**src/rtl/skx_pkg.sv**
```systemverilog
package skx_pkg;
  typedef enum logic [3:0] {
    OP_TSTZ    = 4'd0,
    OP_TSTZ_MV = 4'd1,
    OP_BIT_CLR = 4'd2,
    OP_BIT_SET = 4'd3,
    OP_INC_M   = 4'd4,
    OP_DEC_M   = 4'd5,
    OP_INC_A   = 4'd6,
    OP_DEC_A   = 4'd7,
    OP_SWP_M   = 4'd8,
    OP_SWP_A   = 4'd9
  } skx_op_e;
endpackage

```
**src/rtl/skx_alu.sv**
```systemverilog
module skx_alu import skx_pkg::*; #(
  parameter int DATA_W = 8,
  parameter int BIT_W  = $clog2(DATA_W)
) (
  input  logic [3:0]        op,
  input  logic [DATA_W-1:0] operand,
  input  logic [BIT_W-1:0]  bit_sel,
  output logic [DATA_W-1:0] result,
  output logic              writes,
  output logic              to_acc,
  output logic              take_skip
);
  localparam int HALF = DATA_W / 2;

  logic [DATA_W-1:0] plus1, minus1, swapped;
  logic              sel_bit;

  assign plus1   = operand + 1'b1;
  assign minus1  = operand - 1'b1;
  assign swapped = {operand[HALF-1:0], operand[DATA_W-1:HALF]};
  assign sel_bit = operand[bit_sel];

  always_comb begin
    result    = '0;
    writes    = 1'b0;
    to_acc    = 1'b0;
    take_skip = 1'b0;
    case (skx_op_e'(op))
      OP_TSTZ:    take_skip = (operand == '0);
      OP_TSTZ_MV: begin
        result = operand; writes = 1'b1; to_acc = 1'b1;
        take_skip = (operand == '0);
      end
      OP_BIT_CLR: take_skip = !sel_bit;
      OP_BIT_SET: take_skip = sel_bit;
      OP_INC_M, OP_INC_A: begin
        result = plus1; writes = 1'b1; to_acc = (op == OP_INC_A);
        take_skip = (plus1 == '0);
      end
      OP_DEC_M, OP_DEC_A: begin
        result = minus1; writes = 1'b1; to_acc = (op == OP_DEC_A);
        take_skip = (minus1 == '0);
      end
      OP_SWP_M, OP_SWP_A: begin
        result = swapped; writes = 1'b1; to_acc = (op == OP_SWP_A);
      end
      default: ;
    endcase
  end
endmodule

```
**src/rtl/skx_timer.sv**
```systemverilog
module skx_timer #(
  parameter int CLKS_PER_CYC = 4
) (
  input  logic clk,
  input  logic rst_n,
  input  logic start,
  input  logic stretch,
  output logic busy,
  output logic slot,
  output logic fin
);
  localparam int PH_W = (CLKS_PER_CYC > 2) ? $clog2(CLKS_PER_CYC) : 1;
  localparam logic [PH_W-1:0] PH_LAST = PH_W'(CLKS_PER_CYC - 1);

  logic [PH_W-1:0] phase;
  logic            cyc;
  logic            cyc_last, ph_end;

  assign ph_end   = (phase == PH_LAST);
  assign cyc_last = (cyc == stretch);
  assign slot     = busy && ph_end && !cyc;
  assign fin      = busy && ph_end && cyc_last;

  always_ff @(posedge clk or negedge rst_n) begin
    if (!rst_n) begin
      busy  <= 1'b0;
      phase <= '0;
      cyc   <= 1'b0;
    end else if (start) begin
      busy  <= 1'b1;
      phase <= '0;
      cyc   <= 1'b0;
    end else if (busy) begin
      if (ph_end) begin
        phase <= '0;
        if (cyc_last) busy <= 1'b0;
        else          cyc  <= 1'b1;
      end else begin
        phase <= phase + 1'b1;
      end
    end
  end
endmodule

```
**src/rtl/skip_exec_unit.sv**
```systemverilog
module skip_exec_unit #(
  parameter int DATA_W       = 8,
  parameter int BIT_W        = $clog2(DATA_W),
  parameter int CLKS_PER_CYC = 4
) (
  input  logic              clk,
  input  logic              rst_n,
  input  logic              in_valid,
  output logic              in_ready,
  input  logic [3:0]        in_op,
  input  logic [DATA_W-1:0] in_data,
  input  logic [BIT_W-1:0]  in_bit,
  output logic              wb_valid,
  output logic              wb_to_acc,
  output logic [DATA_W-1:0] wb_data,
  output logic              skip,
  output logic              done
);
  logic [3:0]        op_q;
  logic [DATA_W-1:0] data_q;
  logic [BIT_W-1:0]  bit_q;
  logic              accept, busy, slot, fin;
  logic              alu_writes, alu_acc, alu_skip;
  logic [DATA_W-1:0] alu_res;

  assign accept   = in_valid && !busy;
  assign in_ready = !busy;

  always_ff @(posedge clk or negedge rst_n) begin
    if (!rst_n) begin
      op_q   <= 4'hF;
      data_q <= '0;
      bit_q  <= '0;
    end else if (accept) begin
      op_q   <= in_op;
      data_q <= in_data;
      bit_q  <= in_bit;
    end
  end

  skx_alu #(.DATA_W(DATA_W), .BIT_W(BIT_W)) u_alu (
    .op(op_q), .operand(data_q), .bit_sel(bit_q),
    .result(alu_res), .writes(alu_writes), .to_acc(alu_acc), .take_skip(alu_skip)
  );

  skx_timer #(.CLKS_PER_CYC(CLKS_PER_CYC)) u_tmr (
    .clk(clk), .rst_n(rst_n), .start(accept), .stretch(alu_skip),
    .busy(busy), .slot(slot), .fin(fin)
  );

  assign wb_valid  = slot && alu_writes;
  assign wb_to_acc = alu_acc;
  assign wb_data   = alu_res;
  assign skip      = slot && alu_skip;
  assign done      = fin;
endmodule

```
**config.mk**
```make
export PLATFORM = sky130hd
export DESIGN_NAME = skip_exec_unit
export DESIGN_NICKNAME = d
export VERILOG_FILES = /design/src/rtl/skx_pkg.sv /design/src/rtl/skx_alu.sv /design/src/rtl/skx_timer.sv /design/src/rtl/skip_exec_unit.sv
export SDC_FILE = /design/constraint.sdc
export NUM_CORES = 1
export LEC_CHECK = 0
export BUFFER_PORTS_ARGS = -buffer_cell sky130_fd_sc_hd__buf_2
export CAP_MARGIN = 20
export CORE_ASPECT_RATIO = 1.25
export CORE_MARGIN = 1.5
export CORE_UTILIZATION = 45
export CTS_CLUSTER_SIZE = 14
export DETAILED_ROUTE_END_ITERATION = 16
export PLACE_DENSITY = 0.67
export SLEW_MARGIN = 40
export SYNTH_ARGS = -nofsm -noshare
export SYNTH_HDL_FRONTEND = slang
export SYNTH_HIERARCHICAL = 1
export SYNTH_SLANG_ARGS = --single-unit
```
**constraint.sdc**
```tcl
create_clock -name clk -period 2.3 [get_ports clk]
set_input_delay 0.23 -clock clk [delete_from_list [all_inputs] [get_ports clk]]
set_output_delay 0.23 -clock clk [all_outputs]
set_load 0.02 [all_outputs]
```
# Yosys cells after proc, flatten, opt, wreduce, memory -nomap -nowiden
# Index checks and enable logic that the tools add are counted.
# op_classes
add_sub_neg	3
mul	0
n_div	0
order_cmp	1
eq_ne	12
shifts	0
mux	17
bitwise_logic	0
reduce_logical	21
# ops
op	n
case mux 8 bit (4 select lines)	1
logical NOT 8 bit	3
== test 4 x 3 -> 1 bit (second input constant)	4
2-to-1 mux 1 bit	10
adder 8 x 1 -> 8 bit (second input constant)	1
== test 4 x 2 -> 1 bit (second input constant)	2
== test 4 bit (second input constant)	2
OR reduction 2 bit	4
subtractor 8 x 1 -> 8 bit (second input constant)	1
OR reduction 7 bit	1
logical AND 1 bit	6
2-to-1 mux 2 bit	3
case mux 1 bit (5 select lines)	1
== test 4 x 1 -> 1 bit (second input constant)	1
logical NOT 4 bit	1
< comparator 3 x 4 -> 1 bit (second input constant)	1
case mux 1 bit (4 select lines)	1
nonzero test 2 bit	2
binary-select mux 1 bit (select 3 bit)	1
logical NOT 1 bit	3
AND reduction 3 bit	1
adder 2 x 1 -> 2 bit (second input constant)	1
== test 2 bit (second input constant)	1
inequality test 2 bit (second input constant)	1
== test 1 bit	1
# word_totals
ff_bits	19
latchBits	0
mem_bits_rw	0
rom_bits	0
input_bits	18
output_inout_bits	13
elab_cells	60
n_memories	0

# Longest topological paths before layout
# Gate-level depths: netlist of the first run.
# logic_depth
ltp_word	9
ltp_mapped	9
depth_no_buf	8

# Hierarchy
# The synthesis of the first run kept the hierarchy.
# by_module_without_submodules
module	n_inst	cells_each	area_each_um2	seq_area_each_um2
skx_alu	1	115	859.6	0.0
skip_exec_unit	1	36	628.1	380.4
skx_timer	1	17	183.9	100.1

# Worst setup path after synthesis of the first run
# OpenSTA, ideal clock, no wires.
# synth_timing
kind	reg2out
startpoint	register data_q[5]
endpoint	output port done
t_arrival_ns	2.083
required_ns	2.070
slack_ns	-0.013
path_stages_with_launch	8
n_path_buf	1
path_cell_list	dfrtp_1 -> buf_6 -> mux4_1 -> mux2i_1 -> xor2_1 -> a311o_1 -> xor2_1 -> nor2_1
# synth_via
elab_chain_len	6
elab_cells_between_ends	11
classes_between	add/sub: 2; eq/ne: 1; mux: 3; reduce/logical: 5
# synth_rtl
element	line_no	source
start: declaration	skip_exec_unit.sv:20	logic [DATA_W-1:0] data_q;
start signal: assignment	skip_exec_unit.sv:36	data_q <= in_data;
branches (longest 3 deep; another with subtractor 8 x 1 -> 8 bit)	-	
case mux 1 bit (5 select lines) *	skx_alu.sv:28	case (skx_op_e'(op))
via alu_skip	skip_exec_unit.sv:23	logic alu_writes, alu_acc, alu_skip;
== test 1 bit *	skx_timer.sv:20	assign cyc_last = (cyc == stretch);
logical AND 1 bit *	skx_timer.sv:22	assign fin = busy && ph_end && cyc_last;
end: declaration	skip_exec_unit.sv:17	output logic done
# Mark *: on every way through the listed nets, which the timed path passes. The select of a mux whose other input is x is not followed.

# Worst setup path after layout of the first run
# layout_timing
startpoint	register data_q[0]
endpoint	output port skip
# layout_via
elab_chain_len	5
elab_cells_between_ends	10
classes_between	add/sub: 2; mux: 3; reduce/logical: 5
# layout_rtl
element	line_no	source
branches (longest 3 deep; another with subtractor 8 x 1 -> 8 bit)	-	
case mux 1 bit (5 select lines) *	skx_alu.sv:28	
via alu_skip	skip_exec_unit.sv:23	
logical AND 1 bit *	skip_exec_unit.sv:54	assign skip = slot && alu_skip;
end: declaration	skip_exec_unit.sv:16	output logic skip,
# Marks and branches as above.

==> results of run 1 <==
==> Yosys cell counts, drive strengths merged (3+ instances only) <==
master,number,area share
nand2b,5,0.019
xor2,3,0.016
xnor2,6,0.031
clkbuf,3,0.0067
ha,6,0.045
inv,6,0.013
dfstp,4,0.063
dfrtp,15,0.22
o22ai,3,0.011
a22oi,4,0.018
nor3,5,0.015
o21ai,9,0.027
a31oi,5,0.019
nand4,4,0.015
mux2,15,0.12
buf,14,0.073
nor2,11,0.025
nand3,5,0.015
==> registers in the layout (all words and copies together), names as in the netlist <==
| name | flops |
|---|---|
| data_q | 8 |
| op_q | 4 |
| u_tmr/cyc | 1 |
| bit_q | 3 |
| u_tmr/busy | 1 |
| u_tmr/phase | 2 |
==> power groups by stage <==
stage,sequential (mW),clock (mW),combinational (mW)
after CTS,0.745,0.236,2.22
after detailed placement,0.743,0,2.14
after global routing,0.791,0.249,2.64
after floorplan,0.683,0,1.63
final,0.753,0.230,2.47
after global placement,0.728,0,2.09
==> metal layers <==
layer | global-route usage | vias up | share of wire | routed length [um]
li1 | - | 717 | - | -
met1 | 0.295 | 757 | 0.40 | 1770
met2 | 0.376 | 64 | 0.53 | 2320
met3 | 0.0219 | 5 | 0.057 | 250
met4 | 0.0749 | 0 | 0.013 | 56
met5 | 0 | - | 0 | 0
==> critical path: cells and delay by family (launching register included) <==
family	cells	cell delay (ns)
compound gates	1	0.41
xor+xnor	1	0.09
buf+inv	2	0.28
flops	1	0.46
mux	2	0.66
simple gates	1	0.13
==> worst max path at each step <==
stage | end | slack (ns) | startpoint | depth (start not counted)
6_report | skip | -0.22 | data_q[0] | 7
5_1_grt | done | -0.31 | data_q[7] | 8
4_1_cts | done | -0.19 | bit_q[2] | 7
3_5_place_dp | done | 0.0008 | bit_q[2] | 7
3_3_place_gp | done | 0.03 | bit_q[2] | 7
2_1_floorplan | done | 0.06 | data_q[5] | 7
==> through the flow <==
stage | setup TNS [ns] | std cells
global placement | 0 | 241
finish | -0.448 | 254
global route | -0.786 | 254
floorplan | 0 | 168
CTS | -0.615 | 248
detailed placement | 0 | 241
==> cell type report <==
cell class	instances	share of cell area
clock buffers	4	0.0213
inverters	6	0.0106
multi-input cells	126	0.520
flip-flops and latches	19	0.228
well taps	39	0.0230
repair buffers	60	0.197
==> cell usage in the layout (no fill, tap or decap), types with 3 or more instances in the layout <==
| cell type | Yosys | layout |
|---|---|---|
| o22ai_1 | 3 | 3 |
| dfstp_2 | 4 | 4 |
| o21ai_1 | 4 | 6 |
| buf_6 | 7 | 5 |
| mux2_4 | 9 | 9 |
| nor2_1 | 11 | 10 |
| nand2b_1 | 5 | 4 |
| dfrtp_1 | 15 | 13 |
| a22oi_1 | 4 | 4 |
| a31oi_1 | 5 | 5 |
| o21ai_0 | 5 | 3 |
| nand3_1 | 5 | 5 |
| mux2_2 | 6 | 6 |
| ha_1 | 6 | 5 |
| buf_2 | 4 | 25 |
| clkbuf_8 | 0 | 3 |
| buf_4 | 3 | 28 |
| nor3_1 | 5 | 3 |
| inv_1 | 6 | 4 |
| xnor2_1 | 6 | 6 |
| nand4_1 | 4 | 4 |
==> timing repair <==
item | 4_1_cts | 5_1_grt
pin swaps | 6 | 6
gates resized for setup | 10 | 20
cloned | 0 | 0
buffers inserted | 2 | 7
hold buffers | 1 | 0
endpoints found under the setup margin | 5 | 9
endpoints found under the hold margin | 15 | 0
==> cell families after synthesis <==
| group | count (synthesis) | share of synthesized area |
|---|---|---|
| buf+inv | 23 | 0.0928 |
| simple gates | 52 | 0.189 |
| flops | 19 | 0.287 |
| compound gates | 40 | 0.176 |
| xor+xnor | 9 | 0.0472 |
| mux | 19 | 0.162 |
| fa+ha+maj | 6 | 0.0449 |
==> flow_metrics.py, run 1 <==
metrics = {
    "route": {
        "drcViolationCount": 0,
        "drt_iter0_drc": 110,
        "post_drt_wl_per_cell_um": 17.3,
        "num_vias": 1543,
        "firstDrtPassIters": 4,
        "viasPerCell": 6.07,
        "drtAntennaViolNets": 0,
        "wl_mm": 4.40,
    },
    "worst_setup_path": {
        "startpoint_type": "flip-flop",
        "r2r-end": "u_tmr/cyc",
        "r2r_setup_slack_ns": 0.07,
        "worstPathMaxFanout": 7,
        "path_cells": "mux4_2 -> mux2i_2 -> xor2_1 -> a311o_1 -> buf_4 -> and2_4 -> buf_6",
        "path_class": "reg -> out",
        "arrival_ns": 2.29,
        "critPathMaxStageDelay_ns": 0.48,
        "cp-end-kind": "output pin",
        "reg2reg_depth": 8,
        "worstReg2RegStart": "data_q[0]",
        "crit_slowest_cell": "mux4_2",
        "required_ns": 2.07,
    },
    "grt": {
        "grt_pass1_vias": 1533,
        "antenna_found_initial": 0,
        "grt_first_pass_wirelength_mm": 7.33,
        "grt_usage": 0.223,
        "grt-ovfl-total": 0,
        "grt_max_degree": 20,
    },
    "clock_tree": {
        "clock_path_buffers": 2,
        "cts_root_buffer": "clkbuf_8",
        "h-tree-depth": 1,
        "cts_made_buffers": 3,
        "clkTransAtPathRegs_ns": 0.06,
        "cts_sinks": 19,
        "cts_tree": "yes",
        "clk_latency_ns": 0.26,
    },
    "cells_and_area": {
        "utilization": 0.603,
        "drive_above_1_share": 0.474,
        "seq_area_sq_um": 483,
        "area_growth_pct": 26.7,
        "fillers": 314,
        "final_nets": 240,
        "multiInputGateArea_sq_um": 1100,
        "design_area_sq_um": 2120,
        "antenna_cells": 0,
    },
    "pwr": {
        "switchingPower_mw": 1.58,
        "powerDensity_nw_per_um2": 1630,
        "p_clk_frac": 0.067,
        "sw_frac_of_total": 0.457,
        "ir_drop_uv": 1010,
        "p_comb_frac": 0.715,
        "power.leakage_nw": 0.938,
        "finalPower_mw": 3.45,
        "seq_power_share": 0.218,
        "p_int_mw": 1.87,
    },
    "sta": {
        "finClkSkew_ns": 0.00368,
        "max_freq_ghz": 0.396,
        "slew_headroom": 0.717,
        "fin_ws_ns": -0.222,
        "fin_hold_ws_ns": 0.198,
        "fin_crit_ns": 2.52,
        "setup_viol": 3,
        "rsz0062_at_grt": "true",
        "drv_slew": 0,
        "hold_violations": 0,
        "worst_pin_slew_ns": 0.424,
        "min_period_over_period": 1.10,
    },
    "synth": {
        "synth_nets": 192,
        "async_reset_ff_frac": 1.00,
        "yosys_register_bits": 19,
        "synth.distinct_cells": 57,
        "syn_area_sq_um": 1670,
        "synth_ff_type": "dfrtp_1",
        "yosysWarnings": 6,
        "ys_seq_area_frac": 0.287,
        "syn-instance-count": 168,
        "avgSynthCellArea_sq_um": 9.95,
        "synth_edf_count": 0,
    },
    "placed_design": {
        "placed_area_sq_um": 1900,
        "place_ws_ns": 0.000828,
        "gp_congestion": 0.888,
        "hpwlAfterDp_mm": 3.17,
        "portBuffers": 30,
    },
    "min_path": {
        "hold_path.class": "in -> reg",
        "worstHoldStart": "in_data[0]",
        "holdPathEnd": "data_q[0]",
        "hold_depth": 2,
    },
    "die": {
        "row_count": 24,
        "initial_utilization": 0.476,
        "die-area_sq_um": 4090,
        "die_h_um": 71.1,
        "coreArea_sq_um": 3510,
        "io_pins": 31,
        "dieWidth_um": 57.5,
    },
    "run_status": {
        "violations": "negative setup slack",
        "status": "finished, violations left",
    },
    "job": {
        "cap_viol_max_count": 0,
    },
}
Note: power is estimated with default switching activity, not from simulation.
==> inputs of run 2 (changes only) <==
Settings changed: CORE_UTILIZATION 45 to 56, PLACE_DENSITY 0.67 to 0.8.
==> flow_metrics.py, run 2 (synthesis gave the netlist of run 1 again) <==
metrics = {
    "run_status": {
        "status": "finished, violations left",
        "violations": "negative setup slack",
    },
    "die": {
        "dieWidth_um": 51.9,
        "initial_utilization": 0.578,
        "die-area_sq_um": 3320,
        "die_h_um": 64.1,
        "row_count": 22,
        "io_pins": 31,
        "coreArea_sq_um": 2890,
    },
    "worst_setup_path": {
        "startpoint_type": "flip-flop",
        "reg2reg_depth": 8,
        "critPathMaxStageDelay_ns": 0.54,
        "path_cells": "mux4_2 -> mux2i_2 -> xor2_1 -> a311o_1 -> xor2_2 -> nor2_2 -> buf_6",
        "r2r_setup_slack_ns": -0.01,
        "cp_num_buf_inv": 1,
        "crit_slowest_cell": "mux4_2",
        "worstPathMaxFanout": 5,
        "cp-end-kind": "output pin",
        "crit_family": "multiplexers",
        "required_ns": 2.07,
        "arrival_ns": 2.42,
        "r2r-end": "u_tmr/cyc",
        "worstReg2RegStart": "data_q[7]",
        "path_class": "reg -> out",
    },
    "route": {
        "firstDrtPassIters": 4,
        "viasPerCell": 6.36,
        "num_vias": 1584,
        "drtAntennaViolNets": 0,
        "wl_mm": 4.72,
        "drcViolationCount": 0,
        "drt_iter0_drc": 86,
        "post_drt_wl_per_cell_um": 18.9,
    },
    "clock_tree": {
        "clk_latency_ns": 0.30,
        "clkTransAtPathRegs_ns": 0.10,
        "clock_path_buffers": 2,
        "cts_root_buffer": "clkbuf_4",
        "cts_sinks": 19,
        "h-tree-depth": 1,
        "cts_made_buffers": 3,
        "cts_tree": "yes",
    },
    "pwr": {
        "p_comb_frac": 0.743,
        "powerDensity_nw_per_um2": 1670,
        "sw_frac_of_total": 0.473,
        "switchingPower_mw": 1.74,
        "p_clk_frac": 0.047,
        "finalPower_mw": 3.68,
        "p_int_mw": 1.94,
        "power.leakage_nw": 0.944,
        "seq_power_share": 0.211,
        "ir_drop_uv": 1130,
    },
    "cells_and_area": {
        "antenna_cells": 0,
        "final_cell_mix": "buf_4 (24), buf_2 (23), dfrtp_1 (14), nor2_1 (10)",
        "largest_reg_flops": 8,
        "fillers": 213,
        "area_growth_pct": 31.7,
        "drive_above_1_share": 0.526,
        "final_nets": 238,
        "final_common_cell": "buf_4",
        "regMostFlops": "data_q",
        "largestRegisters": "data_q x8, op_q x4, bit_q x3",
    },
    "placed_design": {
        "portBuffers": 30,
        "place_ws_ns": -0.0828,
        "hpwlAfterDp_mm": 3.11,
        "gp_congestion": 0.968,
    },
    "sta": {
        "fin_crit_ns": 2.65,
        "rsz0062_at_grt": "true",
        "slew_headroom": 0.723,
        "finClkSkew_ns": 0.00297,
        "drv_slew": 0,
        "worst_pin_slew_ns": 0.415,
        "fin_ws_ns": -0.352,
        "setup_viol": 5,
        "hold_violations": 0,
        "min_period_over_period": 1.15,
        "max_freq_ghz": 0.377,
    },
    "grt": {
        "antenna_found_initial": 0,
        "grt_pass1_vias": 1630,
        "grt_max_degree": 20,
        "grt-ovfl-total": 0,
        "grt_first_pass_wirelength_mm": 7.60,
        "grt_usage": 0.299,
    },
    "min_path": {
        "worstHoldStart": "in_bit[1]",
        "hold_depth": 2,
        "hold_path.class": "in -> reg",
        "holdPathEnd": "bit_q[1]",
    },
    "job": {
        "cap_viol_max_count": 0,
    },
}
run 2: final cells by class:
class,instances,area (sq um),area share
well taps,36,45.0,0.0205
clock buffers,4,26.3,0.0119
inverters,6,38.8,0.0176
multi-input cells,126,1180,0.538
flip-flops and latches,19,482,0.219
repair buffers,58,427,0.194
run 2: worst max path at each step:
stage | from | end | slack [ns] | cells past startpoint
floorplan | data_q[5] | done | 0.06 | 7
global placement | bit_q[2] | done | 0.04 | 7
detailed placement | bit_q[2] | done | -0.08 | 7
CTS | data_q[0] | done | -0.28 | 8
global route | bit_q[2] | done | -0.45 | 7
finish | data_q[7] | done | -0.35 | 7
run 2: per-stage QoR:
stage               std cells  hold slack, ns  setup TNS [ns]  utilization  cell area [sq um]
floorplan                 168         -0.0656               0            -               1670
global placement          236           0.174               0        0.651               1880
detailed placement        236           0.183         -0.0919        0.651               1880
CTS                       248           0.144          -0.657        0.722               2090
global route              249           0.152           -1.24        0.762               2200
finish                    249           0.151          -0.815        0.762               2200
run 2: power groups by stage:
| stage | logic (mW) | registers, mW | clock network, mW |
|---|---|---|---|
| global route | 2.91 | 0.804 | 0.184 |
| floorplan | 1.63 | 0.683 | 0 |
| CTS | 2.39 | 0.763 | 0.175 |
| finish | 2.73 | 0.777 | 0.172 |
| global placement | 2.02 | 0.743 | 0 |
| detailed placement | 2.09 | 0.762 | 0 |
run 2: timing repair:
action | CTS | global route
setup buffers | 7 | 1
endpoints found under the setup margin | 8 | 8
gates resized for setup | 29 | 28
hold endpoints to repair | 15 | 0
hold buffers | 1 | 0
pin swaps | 10 | 16
run 2: layer usage:
layer  track usage  vias to the layer above  part of all wire
li1              -                      720                 -
met1         0.373                      765              0.40
met2         0.498                       82              0.53
met3        0.0164                       17             0.042
met4         0.174                        0             0.035
met5             0                        -                 0
